$ cat src/rtl/modaddr_pkg.sv
// Package: shared types for the modulo address correction unit.
// Assumes: two-bit addressing mode code supplied by the instruction decode.
package modaddr_pkg;

    typedef enum logic [1:0] {
        MODE_PRE    = 2'd0,
        MODE_POST   = 2'd1,
        MODE_OFFSET = 2'd2,
        MODE_SPARE  = 2'd3
    } addr_mode_e;

endpackage

$ cat src/rtl/modaddr_step.sv
// Module: modaddr_step
// Forms the raw stepped address (pointer plus signed modifier, modulo 2^AW)
// and reports the step direction taken from the modifier sign bit.
// Assumes: modifier is two's complement of width AW.
module modaddr_step #(
    parameter int AW = 16
) (
    input  logic [AW-1:0] ptr,
    input  logic [AW-1:0] step,
    output logic [AW-1:0] sum,
    output logic          going_down
);

    // Purpose: add the modifier and expose its sign as the direction.
    always_comb begin
        sum        = ptr + step;
        going_down = step[AW-1];
    end

endmodule

$ cat src/rtl/modaddr_wrap.sv
// Module: modaddr_wrap
// Folds a stepped address back into [lo, hi] by one buffer length.
// Uses strict comparisons so overshooting steps are still caught.
// Assumes: lo <= hi and the step magnitude does not exceed hi - lo + 1.
module modaddr_wrap #(
    parameter int AW = 16
) (
    input  logic [AW-1:0] raw,
    input  logic [AW-1:0] lo,
    input  logic [AW-1:0] hi,
    input  logic          going_down,
    input  logic          active,
    output logic [AW-1:0] fixed
);

    logic [AW-1:0] span;
    logic          past_top;
    logic          past_bottom;

    // Purpose: compute the buffer length and the two strict boundary tests.
    always_comb begin
        span        = hi - lo + {{(AW-1){1'b0}}, 1'b1};
        past_top    = !going_down && (raw > hi);
        past_bottom =  going_down && (raw < lo);
    end

    // Purpose: pick the corrected address when correction is active.
    always_comb begin
        fixed = raw;
        if (active && past_top)
            fixed = raw - span;
        else if (active && past_bottom)
            fixed = raw + span;
    end

endmodule

$ cat src/rtl/modaddr_ctrl.sv
// Module: modaddr_ctrl
// Decodes the addressing mode and the priority inputs into control flags:
// whether correction applies, whether the access uses the bare pointer,
// and whether the pointer register is written back.
// Assumes: the spare mode code behaves as offset mode.
module modaddr_ctrl
    import modaddr_pkg::*;
(
    input  logic       req,
    input  logic [1:0] mode_code,
    input  logic       enable,
    input  logic       brev_owns_write,
    input  logic       write_access,
    output logic       correct_on,
    output logic       access_bare_ptr,
    output logic       store_back
);

    addr_mode_e mode;

    // Purpose: derive the control flags from mode and priority inputs.
    always_comb begin
        mode            = addr_mode_e'(mode_code);
        correct_on      = enable && !(brev_owns_write && write_access);
        access_bare_ptr = (mode == MODE_POST);
        store_back      = req && ((mode == MODE_PRE) || (mode == MODE_POST));
    end

endmodule

$ cat src/rtl/modaddr_unit.sv
// Module: modaddr_unit (top)
// Circular-buffer address correction with registered outputs.
// Results appear one clock after a request. Reset is synchronous, active low.
// Assumes: buf_start <= buf_end; |modifier| <= buffer length.
module modaddr_unit
    import modaddr_pkg::*;
#(
    parameter int AW = 16
) (
    input  logic          clk,
    input  logic          rst_n,
    input  logic          in_valid,
    input  logic [AW-1:0] ptr_in,
    input  logic [AW-1:0] modifier,
    input  logic [1:0]    addr_mode,
    input  logic [AW-1:0] buf_start,
    input  logic [AW-1:0] buf_end,
    input  logic          mod_en,
    input  logic          bitrev_wr_active,
    input  logic          is_write,
    output logic          out_valid,
    output logic [AW-1:0] ea_out,
    output logic [AW-1:0] wb_data,
    output logic          wb_en
);

    localparam logic [AW:0] ADDR_SPACE = {1'b1, {AW{1'b0}}};

    logic [AW-1:0] stepped;
    logic          dir_down;
    logic [AW-1:0] corrected;
    logic          corr_on;
    logic          use_ptr;
    logic          strobe_next;
    logic [AW-1:0] ea_next;

    modaddr_step #(.AW(AW)) u_step (
        .ptr        (ptr_in),
        .step       (modifier),
        .sum        (stepped),
        .going_down (dir_down)
    );

    modaddr_ctrl u_ctrl (
        .req             (in_valid),
        .mode_code       (addr_mode),
        .enable          (mod_en),
        .brev_owns_write (bitrev_wr_active),
        .write_access    (is_write),
        .correct_on      (corr_on),
        .access_bare_ptr (use_ptr),
        .store_back      (strobe_next)
    );

    modaddr_wrap #(.AW(AW)) u_wrap (
        .raw        (stepped),
        .lo         (buf_start),
        .hi         (buf_end),
        .going_down (dir_down),
        .active     (corr_on),
        .fixed      (corrected)
    );

    // Purpose: choose the access address (bare pointer in post-modify mode).
    always_comb begin
        ea_next = use_ptr ? ptr_in : corrected;
    end

    // Purpose: register the results; synchronous active-low reset.
    always_ff @(posedge clk) begin
        if (!rst_n) begin
            out_valid <= 1'b0;
            wb_en     <= 1'b0;
            ea_out    <= '0;
            wb_data   <= '0;
        end else begin
            out_valid <= in_valid;
            wb_en     <= strobe_next;
            if (in_valid) begin
                ea_out  <= ea_next;
                wb_data <= corrected;
            end
        end
    end

    // ---------------- assertions ----------------
    logic [AW-1:0] chk_len;
    logic [AW-1:0] chk_mag;
    logic          chk_safe;

    // Purpose: checker-side conditions under which a wrapped result must land inside the buffer.
    always_comb begin
        chk_len  = buf_end - buf_start + {{(AW-1){1'b0}}, 1'b1};
        chk_mag  = modifier[AW-1] ? (~modifier + {{(AW-1){1'b0}}, 1'b1}) : modifier;
        chk_safe = (buf_start <= buf_end) && (ptr_in >= buf_start) && (ptr_in <= buf_end)
                && (chk_mag <= chk_len) && (buf_start >= chk_len)
                && (({1'b0, buf_end} + {1'b0, chk_len}) < ADDR_SPACE);
    end

    // a bounded step from inside the buffer stays inside the buffer.
    assert_stays_in_buffer_R3: assert property (@(posedge clk) disable iff (!rst_n)
        (in_valid && mod_en && !bitrev_wr_active && addr_mode == 2'd0 && chk_safe)
        |=> (ea_out >= $past(buf_start) && ea_out <= $past(buf_end)));

    // post-modify accesses the unmodified pointer.
    assert_post_uses_ptr_R5: assert property (@(posedge clk) disable iff (!rst_n)
        (in_valid && addr_mode == 2'd1) |=> (ea_out == $past(ptr_in)));

    // offset mode never strobes a write-back.
    assert_offset_no_wb_R6: assert property (@(posedge clk) disable iff (!rst_n)
        (in_valid && addr_mode[1]) |=> !wb_en);

    // correction off passes the stepped address through in pre-modify mode, and write-back still occurs.
    assert_bypass_passthru_R8: assert property (@(posedge clk) disable iff (!rst_n)
        (in_valid && !mod_en && addr_mode == 2'd0)
        |=> (ea_out == $past(ptr_in + modifier) && wb_en));

    // no request means no result and no write-back.
    assert_idle_quiet_R9: assert property (@(posedge clk) disable iff (!rst_n)
        !in_valid |=> (!out_valid && !wb_en));

endmodule

$ cat config.mk
export PLATFORM = sky130hd
export DESIGN_NAME = modaddr_unit
export DESIGN_NICKNAME = d
export VERILOG_FILES = /design/src/rtl/modaddr_pkg.sv /design/src/rtl/modaddr_step.sv /design/src/rtl/modaddr_wrap.sv /design/src/rtl/modaddr_ctrl.sv /design/src/rtl/modaddr_unit.sv
export SDC_FILE = /design/constraint.sdc
export NUM_CORES = 1
export LEC_CHECK = 0
export BUFFER_PORTS_ARGS = -buffer_cell sky130_fd_sc_hd__buf_2
export CORE_ASPECT_RATIO = 0.75
export CORE_MARGIN = 2
export CORE_UTILIZATION = 47
export CTS_BUF_LIST = sky130_fd_sc_hd__clkbuf_8
export CTS_CLUSTER_SIZE = 14
export DETAILED_ROUTE_END_ITERATION = 16
export PLACE_DENSITY = 0.7
export SYNTH_ARGS = -nofsm -noshare
export SYNTH_HDL_FRONTEND = slang
export SYNTH_SLANG_ARGS = --single-unit
$ cat constraint.sdc
create_clock -name clk -period 5.9 [get_ports clk]
set_input_delay 0.59 -clock clk [delete_from_list [all_inputs] [get_ports clk]]
set_output_delay 0.59 -clock clk [all_outputs]
set_load 0.1 [all_outputs]
### Word level (Yosys, flattened, before mapping)

Index checks and enable logic that the tools add are counted.
W data, S select, Z words.

* equal/unequal tests: 1
* reductions and logical operators: 11
* magnitude comparators: 2
* add/sub/neg operators: 5
* mux-type cells: 3

Operators with widths (number)
* $mux W16: 3
* $add A16 B16 Y16: 2
* $sub A16 B16 Y16: 2
* $add A16 B1 Y16 const B: 1
* $gt A16 B16 Y1: 1
* $lt A16 B16 Y1: 1
* $logic_and A1 B1 Y1: 7
* $eq A2 B1 Y1 const B: 1
* $logic_not A1 Y1: 2
* $logic_not A2 Y1: 1
* $logic_or A1 B1 Y1: 1

* flip-flop bits (word level): 34
* output and inout bits: 34
* input port bits: 72

### Logic depth before layout (Yosys ltp)

* depth in word-level cells: 7
* mapped depth: 23
* mapped depth without buffers: 22

### Cells and area by module

A second synthesis with hierarchy kept.

* cell total of the unflattened synthesis: 663
* area, all modules: 5464.0 um2

By module, submodules not included
* modaddr_wrap: sequential area each 0.0 um2, instances 1, area each 3230.6 um2, cells each 426
* modaddr_unit: sequential area each 680.7 um2, instances 1, area each 1348.8 um2, cells each 126
* modaddr_step: sequential area each 0.0 um2, instances 1, area each 860.8 um2, cells each 108
* modaddr_ctrl: sequential area each 0.0 um2, instances 1, area each 23.8 um2, cells each 3

### Least setup slack after synthesis

Ideal clock, no wire load.

* kind: in2reg
* start point: input port buf_start[2]
* end point: register ea_out[15]
* buffers on the path: 1
* arrival: 4.594 ns
* slack: 1.173 ns
* cell stages on the path: 22
* path through: inv_1 > ha_1 > ha_1 > a21o_1 > a21oi_1 > o21bai_1 > a21o_1 > a21oi_1 > o21ai_0 > nor2_1 > xnor2_1 > ha_1 > clkdlybuf4s50_2 > nor2_1 > nor3_1 > a221oi_1 > o21ai_0 > a31oi_1 > xor2_1 > o32ai_2 > xnor2_1 > o221ai_1

* longest elaborated chain between the ends: 6
* elaborated cells between the ends (all ways): 10

RTL lines
* start: declaration: line modaddr_unit.sv:16 `input logic [AW-1:0] buf_start,`
* $sub A16 B16 Y16 or $lt A16 B16 Y1 (tied branches)
* $add A16 B1 Y16 or $logic_and A1 B1 Y1 (tied branches)
* $add A16 B16 Y16 or $logic_and A1 B1 Y1 (tied branches): line modaddr_wrap.sv:33, modaddr_wrap.sv:32
* $mux W16: line modaddr_wrap.sv:32 `else if (active && past_bottom)`
* $mux W16 (*): line modaddr_wrap.sv:30 `if (active && past_top)`
* $mux W16 (*): line modaddr_unit.sv:66 `ea_next = use_ptr ? ptr_in : corrected;`
* end signal: assignment: line modaddr_unit.sv:80 `ea_out <= ea_next;`
* end: declaration: line modaddr_unit.sv:22 `output logic [AW-1:0] ea_out,`

Mark *: on every way between the ends. The rest lies on a longest branch, timed or not.
A chain may end at the register's enable or synchronous reset.

### Final worst setup path

* start point: input port ptr_in[0]
* end point: register ea_out[11]

* longest elaborated chain between the ends: 7
* elaborated cells between the ends (all ways): 12

RTL lines
* start: declaration: line modaddr_unit.sv:13 `input logic [AW-1:0] ptr_in,`
* $add A16 B16 Y16 (*): line modaddr_step.sv:16 `sum = ptr + step;`
* $lt A16 B16 Y1: line modaddr_wrap.sv:24 `past_bottom = going_down && (raw < lo);`
* $logic_and A1 B1 Y1: line modaddr_wrap.sv:24
* $logic_and A1 B1 Y1: line modaddr_wrap.sv:32
* $mux W16: line modaddr_wrap.sv:32
* $mux W16 (*): line modaddr_wrap.sv:30
* $mux W16 (*): line modaddr_unit.sv:66

Marks and branches as above.

==> results.yml <==
global_route:
  grt_overflow: 0
  grt_max_degree: 44
  grt_pass1_wl_um: 25170
  antenna_found_initial: 0
  grt_pass1_vias: 5223
  grt_use_total_pct: 25.36
flow_run:
  timing.max_cap.violations: 0
critical_path:
  critPathMaxStageDelay_ns: 0.61
  crit_chain: "buf_2, ha_1, fa_1, a21oi_1, o21ai_0, a21boi_0, o31ai_1, mux2i_1, or2_2, ha_1, nand4_1, nor4_1, nor3_1, o211ai_1, a211oi_1, a2111oi_0, a21oi_1, a31o_2"
  crit_path_end_kind: "register"
  cp-start-kind: "input port"
  crit_buf_inv: 1
  crit_family: "compound AO/OA/AOI/OAI gates"
  worstSetupPathType: "input port to register"
  slowest_stage: "a2111oi_0"
  cp_max_fo: 13
  arrival_ns: 5.44
  required_ns: 6.09
sta:
  final_hold_viol_count: 0
  fin_crit_sh_pct: 89.03
  setup_ws_ns: 0.6473
  max_clock_freq_mhz: 190.4
  tightest_slew_ns: 0.9908
  tns_ns: 0
  skew_ns: 0
  slew_headroom_pct: 33.65
  setup-violations-final: 0
  rsz0062_at_grt: "no"
  slew_violations: 0
  fin_hold_ws_ns: 0.4690
  fin_crit_ns: 5.253
cells_and_area:
  drive_gt1_share_pct: 17.86
  area_delta_synth_final_pct: 13.37
  fin_area_mm2: 0.006067
  num_antenna_cells: 0
  final_nets: 975
  fin_cells: 935
  n_fill_cell: 1088
  fin_util_pct: 55.03
detailed_routing:
  vias: 5453
  dr.pass1.iters: 5
  drc_errors: 0
  drt-wirelength-per-cell_um: 16.33
  via_per_inst: 5.832
  dr.first_iter.drc_count: 387
  antenna_left: 0
  drt_wl_total_um: 15270
placed_design:
  dpl_cell_area_mm2: 0.005972
  io_buffer_count: 105
  place_hpwl_um: 12870
  pre_cts_ws_ns: 0.4066
  place_congestion: 0.8999
  dp.cells: 927
die:
  ios: 106
  die_h_um: 96.41
  dieArea_mm2: 0.01226
  die_w_um: 127.2
  coreArea_mm2: 0.01102
  start_util_pct: 48.54
  rows: 33
clock_tree:
  cts_sinks: 34
  clockBufferDepth: 2
  cts.repair.resized: 0
  post_cts_buffers: 0
  clockRootBuffer: "clkbuf_8"
  cts_tree: "yes"
  cts_hold_buf: 0
  cts_max_level: 2
  clk_pin_slew_ns: 0.07
  cts_inserted_buffers: 5
  clk-insertion-delay-late_ns: 0.29
synth:
  syn-num-nets: 878
  yosysTopAreaCellShare_pct: 24.55
  netlist_area_mm2: 0.005351
  async_reset_ff_share_pct: 0
  synthCells: 697
  synth_cell_type_count: 70
  ys.flop_type: "dfxtp_1"
  synth.top_cells.by_count: "ha_1, inv_1, a21oi_1"
  synth.area.top_cells: "ha_1, dfxtp_1, a21oi_1, inv_1, o21ai_0"
  post_synth.cell_area_avg_um2: 7.678
  yosys_warnings: 0
  synth_most_common_cell: "ha_1"
  yosysTopAreaCell: "ha_1"
  synth_edf_count: 0
  seq_area_frac_synth_pct: 12.72
  ys_ff_latch: 34
run_status:
  outcome: "finished, final reports clean"
power_and_ir_drop:
  powerDensity_mw_per_mm2: 311.7
  finalPower_mw: 1.891
  peakVddDrop_mv: 0.1467
  p_leak_nw: 3.118
min_path:
  hold_class: "register to register"
[kinds of logic (layout without fill, tap and decap cells)]
family | count (synthesis) | after routing | share of synthesized area, %
AOI/OAI and AO/OA | 232 | 232 | 29.09
and+or+nand+nor | 180 | 180 | 17.23
adders and majority gates | 109 | 109 | 26.05
buffers and inverters | 103 | 201 | 8.394
DFF | 34 | 34 | 12.72
xor gates and xnor gates | 33 | 33 | 5.401
muxes | 6 | 6 | 1.122
[routing by layer]
layer / global-route usage, % / vias to the layer above / part of all wire, %
met3: 4.295 / 8 / 7.0
met2: 43.64 / 186 / 45
met5: 0 / - / 0
li1: - / 2743 / -
met1: 34.68 / 2516 / 48
met4: 2.930 / 0 / 0.57
[state kept, by name, indices dropped and copies added (netlist names)]
| signal | flops |
|---|---|
| ea_out | 16 |
| wb_data | 16 |
| out_valid | 1 |
| wb_en | 1 |
[worst reg2reg max path, stage by stage (launching register included)]
cell and delay, ns:
dfxtp_1 0.33, nor2_1 0.04, a31oi_1 0.16, o311a_1 0.19
[final cells by class]
cell class	instances	area, µm²	share of cell area (%)
clock buffers	6	82.58	1.361
clock inverters	2	12.51	0.2062
inverters	79	296.5	4.888
multi-input cells	560	4227	69.66
flip-flops and latches	34	680.7	11.22
well taps	140	175.2	2.887
repair buffers	114	593.1	9.775
[final timing paths]
check                           depth (start not counted)        from  slack [ns]          to
worst max-delay path                                   18   ptr_in[0]        0.65  ea_out[11]
worst min-delay path                                    2   ea_out[8]        0.47   ea_out[8]
worst max register to register                          3  ea_out[13]        5.12  ea_out[13]
worst min register to register                          2   ea_out[8]        0.47   ea_out[8]
[layout by cell type (no fill, tap or decap), types with 5 or more instances in the layout]
cell type and count:
a31o_2 5, inv_1 77, or2_2 5, nor2_1 40, nor4_1 6, xnor2_1 22, or3_1 9, buf_4 9
ha_1 105, o31ai_1 6, nand2b_1 7, buf_2 105, xor2_1 11, nand4_1 11, and3_1 7, a31oi_1 9
o21bai_1 12, clkbuf_8 6, nor2b_1 9, a21o_1 20, o21ai_0 46, o21a_1 10, mux2i_1 6, o211ai_1 9
nand2_1 38, nand3_1 16, a211oi_1 10, a21oi_1 60, and4_1 6, dfxtp_1 34, nor3_1 16
[power breakdown]
| part | switching (mW) | internal (mW) |
|---|---|---|
| Sequential | 0.0157 | 0.261 |
| Clock | 0.0896 | 0.0937 |
| Combinational | 0.941 | 0.489 |
| Total | 1.05 | 0.844 |
No activity file was read; power rests on OpenSTA's default activity.
